`src/rtl/adc_emu_pkg.sv`:
```
package adc_emu_pkg;

  typedef enum logic [1:0] {
    PM_NORMAL  = 2'b00,
    PM_PARTIAL = 2'b01,
    PM_FULL    = 2'b10
  } pwr_mode_e;

  typedef enum logic [1:0] {
    FS_IDLE   = 2'b00,
    FS_ACTIVE = 2'b01,
    FS_TAIL   = 2'b10
  } frame_st_e;

  // Power state that follows a strobe rise after 'edges' serial clock edges.
  function automatic pwr_mode_e mode_after(input pwr_mode_e cur,
                                           input int unsigned edges,
                                           input int unsigned lead,
                                           input int unsigned wake);
    if (edges < lead) begin
      return cur;
    end else if (edges < wake) begin
      return (cur == PM_NORMAL) ? PM_PARTIAL : PM_FULL;
    end
    return PM_NORMAL;
  endfunction

  // Serial bit presented after rising edge 'edge_no' of a frame.
  function automatic logic frame_bit(input logic [31:0] word,
                                     input int unsigned edge_no,
                                     input int unsigned lead,
                                     input int unsigned width);
    int unsigned idx;
    if (edge_no > lead && edge_no <= lead + width) begin
      idx = lead + width - edge_no;
      return word[idx[4:0]];
    end
    return 1'b0;
  endfunction

endpackage

```
`src/rtl/adc_emu_sync.sv`:
```
module adc_emu_sync #(
  parameter int   STAGES  = 2,
  parameter logic RST_VAL = 1'b0
) (
  input  logic clk,
  input  logic rst_n,
  input  logic d,
  output logic q
);
  logic [STAGES-1:0] sh_q;

  always_ff @(posedge clk) begin
    if (!rst_n) begin
      sh_q <= {STAGES{RST_VAL}};
    end else begin
      sh_q[0] <= d;
      for (int i = 1; i < STAGES; i++) begin
        sh_q[i] <= sh_q[i-1];
      end
    end
  end

  assign q = sh_q[STAGES-1];
endmodule

```
`src/rtl/adc_emu_pins.sv`:
```
module adc_emu_pins #(
  parameter int SYNC_STAGES = 2
) (
  input  logic clk,
  input  logic rst_n,
  input  logic start_n,
  input  logic ser_clk,
  output logic strb_fall,
  output logic strb_rise,
  output logic sclk_rise
);
  logic s_strb, s_sclk;
  logic p_strb_q, p_sclk_q;

  adc_emu_sync #(.STAGES(SYNC_STAGES), .RST_VAL(1'b1)) u_sync_strb (
    .clk(clk), .rst_n(rst_n), .d(start_n), .q(s_strb)
  );

  adc_emu_sync #(.STAGES(SYNC_STAGES), .RST_VAL(1'b0)) u_sync_sclk (
    .clk(clk), .rst_n(rst_n), .d(ser_clk), .q(s_sclk)
  );

  always_ff @(posedge clk) begin
    if (!rst_n) begin
      p_strb_q <= 1'b1;
      p_sclk_q <= 1'b0;
    end else begin
      p_strb_q <= s_strb;
      p_sclk_q <= s_sclk;
    end
  end

  assign strb_fall = p_strb_q & ~s_strb;
  assign strb_rise = ~p_strb_q & s_strb;
  assign sclk_rise = ~p_sclk_q & s_sclk;
endmodule

```
`src/rtl/adc_emu_frame.sv`:
```
module adc_emu_frame
  import adc_emu_pkg::*;
#(
  parameter int DATA_W     = 12,
  parameter int LEAD_ZEROS = 3,
  parameter int WAKE_EDGES = 14,
  parameter int HOLD_EDGE  = LEAD_ZEROS + DATA_W + 1,
  parameter int CNT_W      = $clog2(HOLD_EDGE + 2)
) (
  input  logic              clk,
  input  logic              rst_n,
  input  logic              strb_fall,
  input  logic              strb_rise,
  input  logic              sclk_rise,
  input  logic [DATA_W-1:0] sample_in,
  output logic              frame_start,
  output logic              decide,
  output logic [CNT_W-1:0]  cnt_q,
  output logic              sdo,
  output logic              sdo_oe
);
  localparam logic [CNT_W-1:0] CNT_MAX_C = CNT_W'(HOLD_EDGE + 1);
  localparam logic [CNT_W-1:0] HOLD_C    = CNT_W'(HOLD_EDGE);
  localparam logic [CNT_W-1:0] WAKE_C    = CNT_W'(WAKE_EDGES);

  frame_st_e         st_q;
  logic [DATA_W-1:0] hold_q;
  logic [CNT_W-1:0]  cnt_inc;
  logic              next_bit;

  assign frame_start = strb_fall && (st_q != FS_ACTIVE);
  assign decide      = strb_rise && (st_q == FS_ACTIVE);
  assign cnt_inc     = (cnt_q == CNT_MAX_C) ? cnt_q : cnt_q + CNT_W'(1);
  assign next_bit    = frame_bit(32'(hold_q), 32'(cnt_inc), LEAD_ZEROS, DATA_W);

  always_ff @(posedge clk) begin
    if (!rst_n) begin
      st_q   <= FS_IDLE;
      cnt_q  <= '0;
      hold_q <= '0;
      sdo    <= 1'b0;
      sdo_oe <= 1'b0;
    end else if (frame_start) begin
      st_q   <= FS_ACTIVE;
      cnt_q  <= '0;
      hold_q <= sample_in;
      sdo    <= 1'b0;
      sdo_oe <= 1'b1;
    end else begin
      case (st_q)
        FS_ACTIVE: begin
          if (strb_rise) begin
            if (cnt_q >= WAKE_C && cnt_q < HOLD_C) begin
              st_q <= FS_TAIL;
            end else begin
              st_q   <= FS_IDLE;
              sdo_oe <= 1'b0;
            end
          end else if (sclk_rise) begin
            cnt_q <= cnt_inc;
            sdo   <= next_bit;
            if (cnt_inc > HOLD_C) sdo_oe <= 1'b0;
          end
        end
        FS_TAIL: begin
          if (sclk_rise) begin
            cnt_q <= cnt_inc;
            sdo   <= next_bit;
            if (cnt_inc >= HOLD_C) begin
              st_q   <= FS_IDLE;
              sdo_oe <= 1'b0;
            end
          end
        end
        default: ;
      endcase
    end
  end
endmodule

```
`src/rtl/adc_emu_mode.sv`:
```
module adc_emu_mode
  import adc_emu_pkg::*;
#(
  parameter int CNT_W      = 5,
  parameter int LEAD_ZEROS = 3,
  parameter int WAKE_EDGES = 14
) (
  input  logic             clk,
  input  logic             rst_n,
  input  logic             decide,
  input  logic [CNT_W-1:0] cnt_q,
  output pwr_mode_e        mode_q,
  output logic             ref_en
);
  always_ff @(posedge clk) begin
    if (!rst_n) begin
      mode_q <= PM_NORMAL;
    end else if (decide) begin
      mode_q <= mode_after(mode_q, 32'(cnt_q), LEAD_ZEROS, WAKE_EDGES);
    end
  end

  assign ref_en = (mode_q != PM_FULL);
endmodule

```
`src/rtl/serial_adc_emu.sv`:
```
module serial_adc_emu
  import adc_emu_pkg::*;
#(
  parameter int DATA_W      = 12,
  parameter int LEAD_ZEROS  = 3,
  parameter int WAKE_EDGES  = 14,
  parameter int SYNC_STAGES = 2
) (
  input  logic              clk,
  input  logic              rst_n,
  input  logic              start_n,
  input  logic              ser_clk,
  input  logic [DATA_W-1:0] sample_in,
  output logic              sdo,
  output logic              sdo_oe,
  output logic [1:0]        pwr_mode,
  output logic              ref_en
);
  localparam int HOLD_EDGE = LEAD_ZEROS + DATA_W + 1;
  localparam int CNT_W     = $clog2(HOLD_EDGE + 2);

  logic             strb_fall, strb_rise, sclk_rise;
  logic             frame_start, decide;
  logic [CNT_W-1:0] cnt_q;
  pwr_mode_e        mode_q;

  adc_emu_pins #(.SYNC_STAGES(SYNC_STAGES)) u_pins (
    .clk(clk), .rst_n(rst_n), .start_n(start_n), .ser_clk(ser_clk),
    .strb_fall(strb_fall), .strb_rise(strb_rise), .sclk_rise(sclk_rise)
  );

  adc_emu_frame #(
    .DATA_W(DATA_W), .LEAD_ZEROS(LEAD_ZEROS), .WAKE_EDGES(WAKE_EDGES),
    .HOLD_EDGE(HOLD_EDGE), .CNT_W(CNT_W)
  ) u_frame (
    .clk(clk), .rst_n(rst_n), .strb_fall(strb_fall), .strb_rise(strb_rise),
    .sclk_rise(sclk_rise), .sample_in(sample_in), .frame_start(frame_start),
    .decide(decide), .cnt_q(cnt_q), .sdo(sdo), .sdo_oe(sdo_oe)
  );

  adc_emu_mode #(
    .CNT_W(CNT_W), .LEAD_ZEROS(LEAD_ZEROS), .WAKE_EDGES(WAKE_EDGES)
  ) u_mode (
    .clk(clk), .rst_n(rst_n), .decide(decide), .cnt_q(cnt_q),
    .mode_q(mode_q), .ref_en(ref_en)
  );

  assign pwr_mode = mode_q;
endmodule

```
`config.mk`:
```
export PLATFORM = sky130hd
export DESIGN_NAME = serial_adc_emu
export DESIGN_NICKNAME = d
export VERILOG_FILES = /design/src/rtl/adc_emu_pkg.sv /design/src/rtl/adc_emu_sync.sv /design/src/rtl/adc_emu_pins.sv /design/src/rtl/adc_emu_frame.sv /design/src/rtl/adc_emu_mode.sv /design/src/rtl/serial_adc_emu.sv
export SDC_FILE = /design/constraint.sdc
export NUM_CORES = 1
export LEC_CHECK = 0
export CORE_ASPECT_RATIO = 1.1
export CORE_UTILIZATION = 45
export CTS_CLUSTER_DIAMETER = 50
export DETAILED_ROUTE_END_ITERATION = 10
export HOLD_SLACK_MARGIN = 0.03
export PLACE_DENSITY = 0.67
export SYNTH_ARGS = -nofsm -noshare
export SYNTH_HDL_FRONTEND = slang
export SYNTH_SLANG_ARGS = --single-unit
```
`constraint.sdc`:
```
create_clock -name clk -period 2.91 [get_ports clk]
set_clock_uncertainty 0.05 [all_clocks]
set_input_delay 0.873 -clock clk [delete_from_list [all_inputs] [get_ports clk]]
set_output_delay 0.873 -clock clk [all_outputs]
set_load 0.02 [all_outputs]
```
==> results.py <==
metrics = {
    "sta": {
        "maxSlewHeadroom_pct": 63.61,
        "worst_pin_slew_ns": 0.5451,
        "setup_viol": 0,
        "drv_slew": 0,
        "period_needed_ns": 2.422,
        "fmax_mhz": 412.8,
        "rsz0062_at_grt": "no",
        "timing.final.hold_violations": 0,
        "layout_setup_ws_ns": 0.4876,
        "holdWs_ns": 0.3652,
        "period_share_pct": 83.24,
        "final.setup.tns_ns": 0,
    },
    "critical_path": {
        "r2r_slack_ns": 0.49,
        "crit_arrival_ns": 2.60,
        "r2r-start": "u_frame.cnt_q[0]$_SDFFE_PP0P_",
        "start_kind": "register",
        "critPathKind": "register to register",
        "critPathRequiredTime_ns": 3.09,
        "slowest_delay_ns": 0.67,
        "crit_path_max_fanout": 13,
        "cp-end-kind": "register",
        "cpMaxStageDelayCell": "dfxtp_1",
        "crit_path_cell_trace": "ha_1 -> nand4bb_4 -> xor2_2 -> mux2i_1 -> and3b_1 -> nor3_1 -> a21o_1",
        "crit_path_start": "u_frame.cnt_q[0]$_SDFFE_PP0P_",
    },
    "global_route": {
        "gr-usage-met2_pct": 29.74,
        "grt_max_degree": 24,
        "gr-usage-all-layers_pct": 18.73,
        "grt_pass1_wl_mm": 5.223,
        "use_met3_pct": 5.668,
        "grt-busiest-layer": "met2",
        "antenna_found_initial": 0,
        "grt_overflow": 0,
        "gr-usage-met1_pct": 22.87,
        "grt_pass1_vias": 1154,
    },
    "logic_synthesis": {
        "syn-instance-count": 182,
        "ys_top_cells_by_area": "dfxtp_1, nand2_1, a21boi_0",
        "synth_top_area_share_pct": 37.15,
        "avgSynthCellArea_um2": 8.587,
        "seq_area_frac_synth_pct": 37.15,
        "netlist_area_um2": 1563,
        "yosysUniqueCellTypes": 42,
        "ys.flop_type": "dfxtp_1",
        "synth-seq-cells": 29,
        "ys_warn_count": 0,
        "mappedNetlistNets": 202,
        "synth-edff-count": 0,
        "synthArstFlopShare_pct": 0,
        "yosysTopAreaCell": "dfxtp_1",
    },
    "finish": {
        "diodes": 0,
        "fin_cells": 249,
        "nets": 220,
        "finish.utilization_pct": 55.79,
        "fillers": 291,
        "design_area_um2": 1858,
        "syn_to_final_growth_pct": 18.89,
        "drive_gt1_share_pct": 8.955,
    },
    "drt": {
        "routed_wl_mm": 3.112,
        "dr.pass1.iters": 4,
        "drt_iter0_markers": 26,
        "vias_per_cell": 5.092,
        "num_vias": 1268,
        "wl_per_cell_um": 12.50,
        "drc": 0,
        "ant_nets": 0,
    },
    "clocking": {
        "holdBufCountCts": 0,
        "cts_buffer_depth": 2,
        "cts_resized": 0,
        "htreeDepth": 2,
        "postCtsSetupBuffers": 0,
        "numCtsBuffers": 5,
        "clk_latency_ns": 0.33,
        "cts_root_buf": "clkbuf_4",
        "cts_tree": "built",
        "cts_num_sinks": 29,
        "path_clk_slew_ns": 0.09,
    },
    "flow_run": {
        "drv_cap": 0,
    },
    "place": {
        "portBuffers": 20,
        "dp_worst_setup_slack_ns": 0.5189,
        "place_area_um2": 1773,
        "gp_congestion": 0.8276,
        "hpwl_mm": 2.321,
        "dp_cells": 241,
    },
    "die": {
        "core_area_um2": 3331,
        "num_rows": 22,
        "start_util_pct": 46.92,
        "ios": 21,
        "fp.dieW_um": 58.19,
        "die-area_um2": 3712,
        "dieHeight_um": 63.81,
    },
    "power_and_ir_drop": {
        "power.total_mw": 0.8164,
        "max-vdd-ir-drop_uv": 328.1,
        "power_density_nw_per_um2": 439.4,
        "p_leak_nw": 0.6566,
    },
    "run_status": {
        "outcome": "finished, final reports clean",
    },
    "worst_hold_path": {
        "min_from": "u_pins.u_sync_strb.sh_q[0]$_SDFF_PN1_",
        "hp-class": "register to register",
    },
}
==> cell families after synthesis <==
logic type                 share of synthesized area [%]
adders and majority gates                          3.203
xor gates and xnor gates                           4.404
DFF                                                37.15
AOI/OAI and AO/OA                                  18.26
buffers and inverters                              4.884
muxes                                              3.843
and+or+nand+nor                                    28.26
==> power breakdown <==
| part | total (mW) | switching [mW] | internal [mW] |
|---|---|---|---|
| Clock | 0.344 | 0.138 | 0.205 |
| Sequential | 0.414 | 0.00661 | 0.407 |
| Combinational | 0.0591 | 0.0251 | 0.0341 |
| Total | 0.816 | 0.170 | 0.646 |
==> state kept, by name, indices dropped and copies added (netlist names) <==
signal	cells
u_pins.p_sclk_q	1
u_mode.mode_q	2
u_frame.st_q	2
u_frame.cnt_q	5
u_frame.hold_q	12
u_frame.sdo_oe	1
u_pins.u_sync_strb.sh_q	2
u_frame.sdo	1
u_pins.u_sync_sclk.sh_q	2
u_pins.p_strb_q	1
==> layout make-up <==
type,instances,area [µm²],area share (%)
Timing Repair Buffer,22,215.2,11.58
Multi-Input combinational cell,139,905.9,48.75
Sequential cell,29,580.6,31.25
Clock inverter,1,30.03,1.616
Inverter,3,11.26,0.6061
Clock buffer,7,55.05,2.963
Tap cell,48,60.06,3.232
==> synthesized netlist by cell type (all sizes together) (2+ instances only) <==
library cell,instances
nand2,33
dfxtp,29
nor2,14
a21boi,13
a21oi,8
o21ai,8
buf,7
nand2b,7
and2,6
mux2i,6
nor3,5
clkbuf,4
ha,4
xnor2,4
and3,3
inv,3
nor3b,3
xor2,3
a2111oi,2
a31oi,2
nand3,2
nand3b,2
nor2b,2
nor4,2
==> final timing paths <==
kind / endpoint / cells past startpoint
worst max register to register: u_frame.sdo$_SDFFE_PP0P_ / 7
worst max-delay path: u_frame.sdo$_SDFFE_PP0P_ / 7
worst min-delay path: u_pins.u_sync_strb.sh_q[1]$_SDFF_PN1_ / 1
worst min register to register: u_pins.u_sync_strb.sh_q[1]$_SDFF_PN1_ / 1
==> cells in the final DEF, fill, tap and decap left out, types with 2 or more instances in the layout <==
cell / netlist / routed
nand2_1: 32 / 32
dfxtp_1: 29 / 29
clkdlybuf4s50_1: 0 / 20
nor2_1: 14 / 14
a21boi_0: 13 / 13
a21oi_1: 8 / 8
nand2b_1: 7 / 7
mux2i_1: 6 / 6
and2_1: 6 / 6
o21ai_0: 6 / 6
nor3_1: 5 / 5
clkbuf_4: 0 / 5
xnor2_1: 4 / 4
ha_1: 4 / 4
inv_1: 3 / 3
nor3b_1: 3 / 3
and3_2: 2 / 2
nor4_1: 2 / 2
nand3b_1: 2 / 2
nor2b_1: 2 / 2
nand3_1: 2 / 2
xor2_1: 2 / 2
a31oi_1: 2 / 2
buf_4: 1 / 2
==> metal layers <==
metal,vias up,routed length (µm)
li1,657,-
met1,586,1496
met2,17,1469
met3,8,83
met4,0,62
met5,-,0
==> critical path, delay by kind of cell, from the launching register on <==
kind | cells | cell delay, ns
simple gates | 3 | 0.51
mux | 1 | 0.24
flops | 1 | 0.67
xor+xnor | 1 | 0.36
compound gates | 1 | 0.17
fa+ha+maj | 1 | 0.32
No activity file was read; power rests on OpenSTA's default activity.
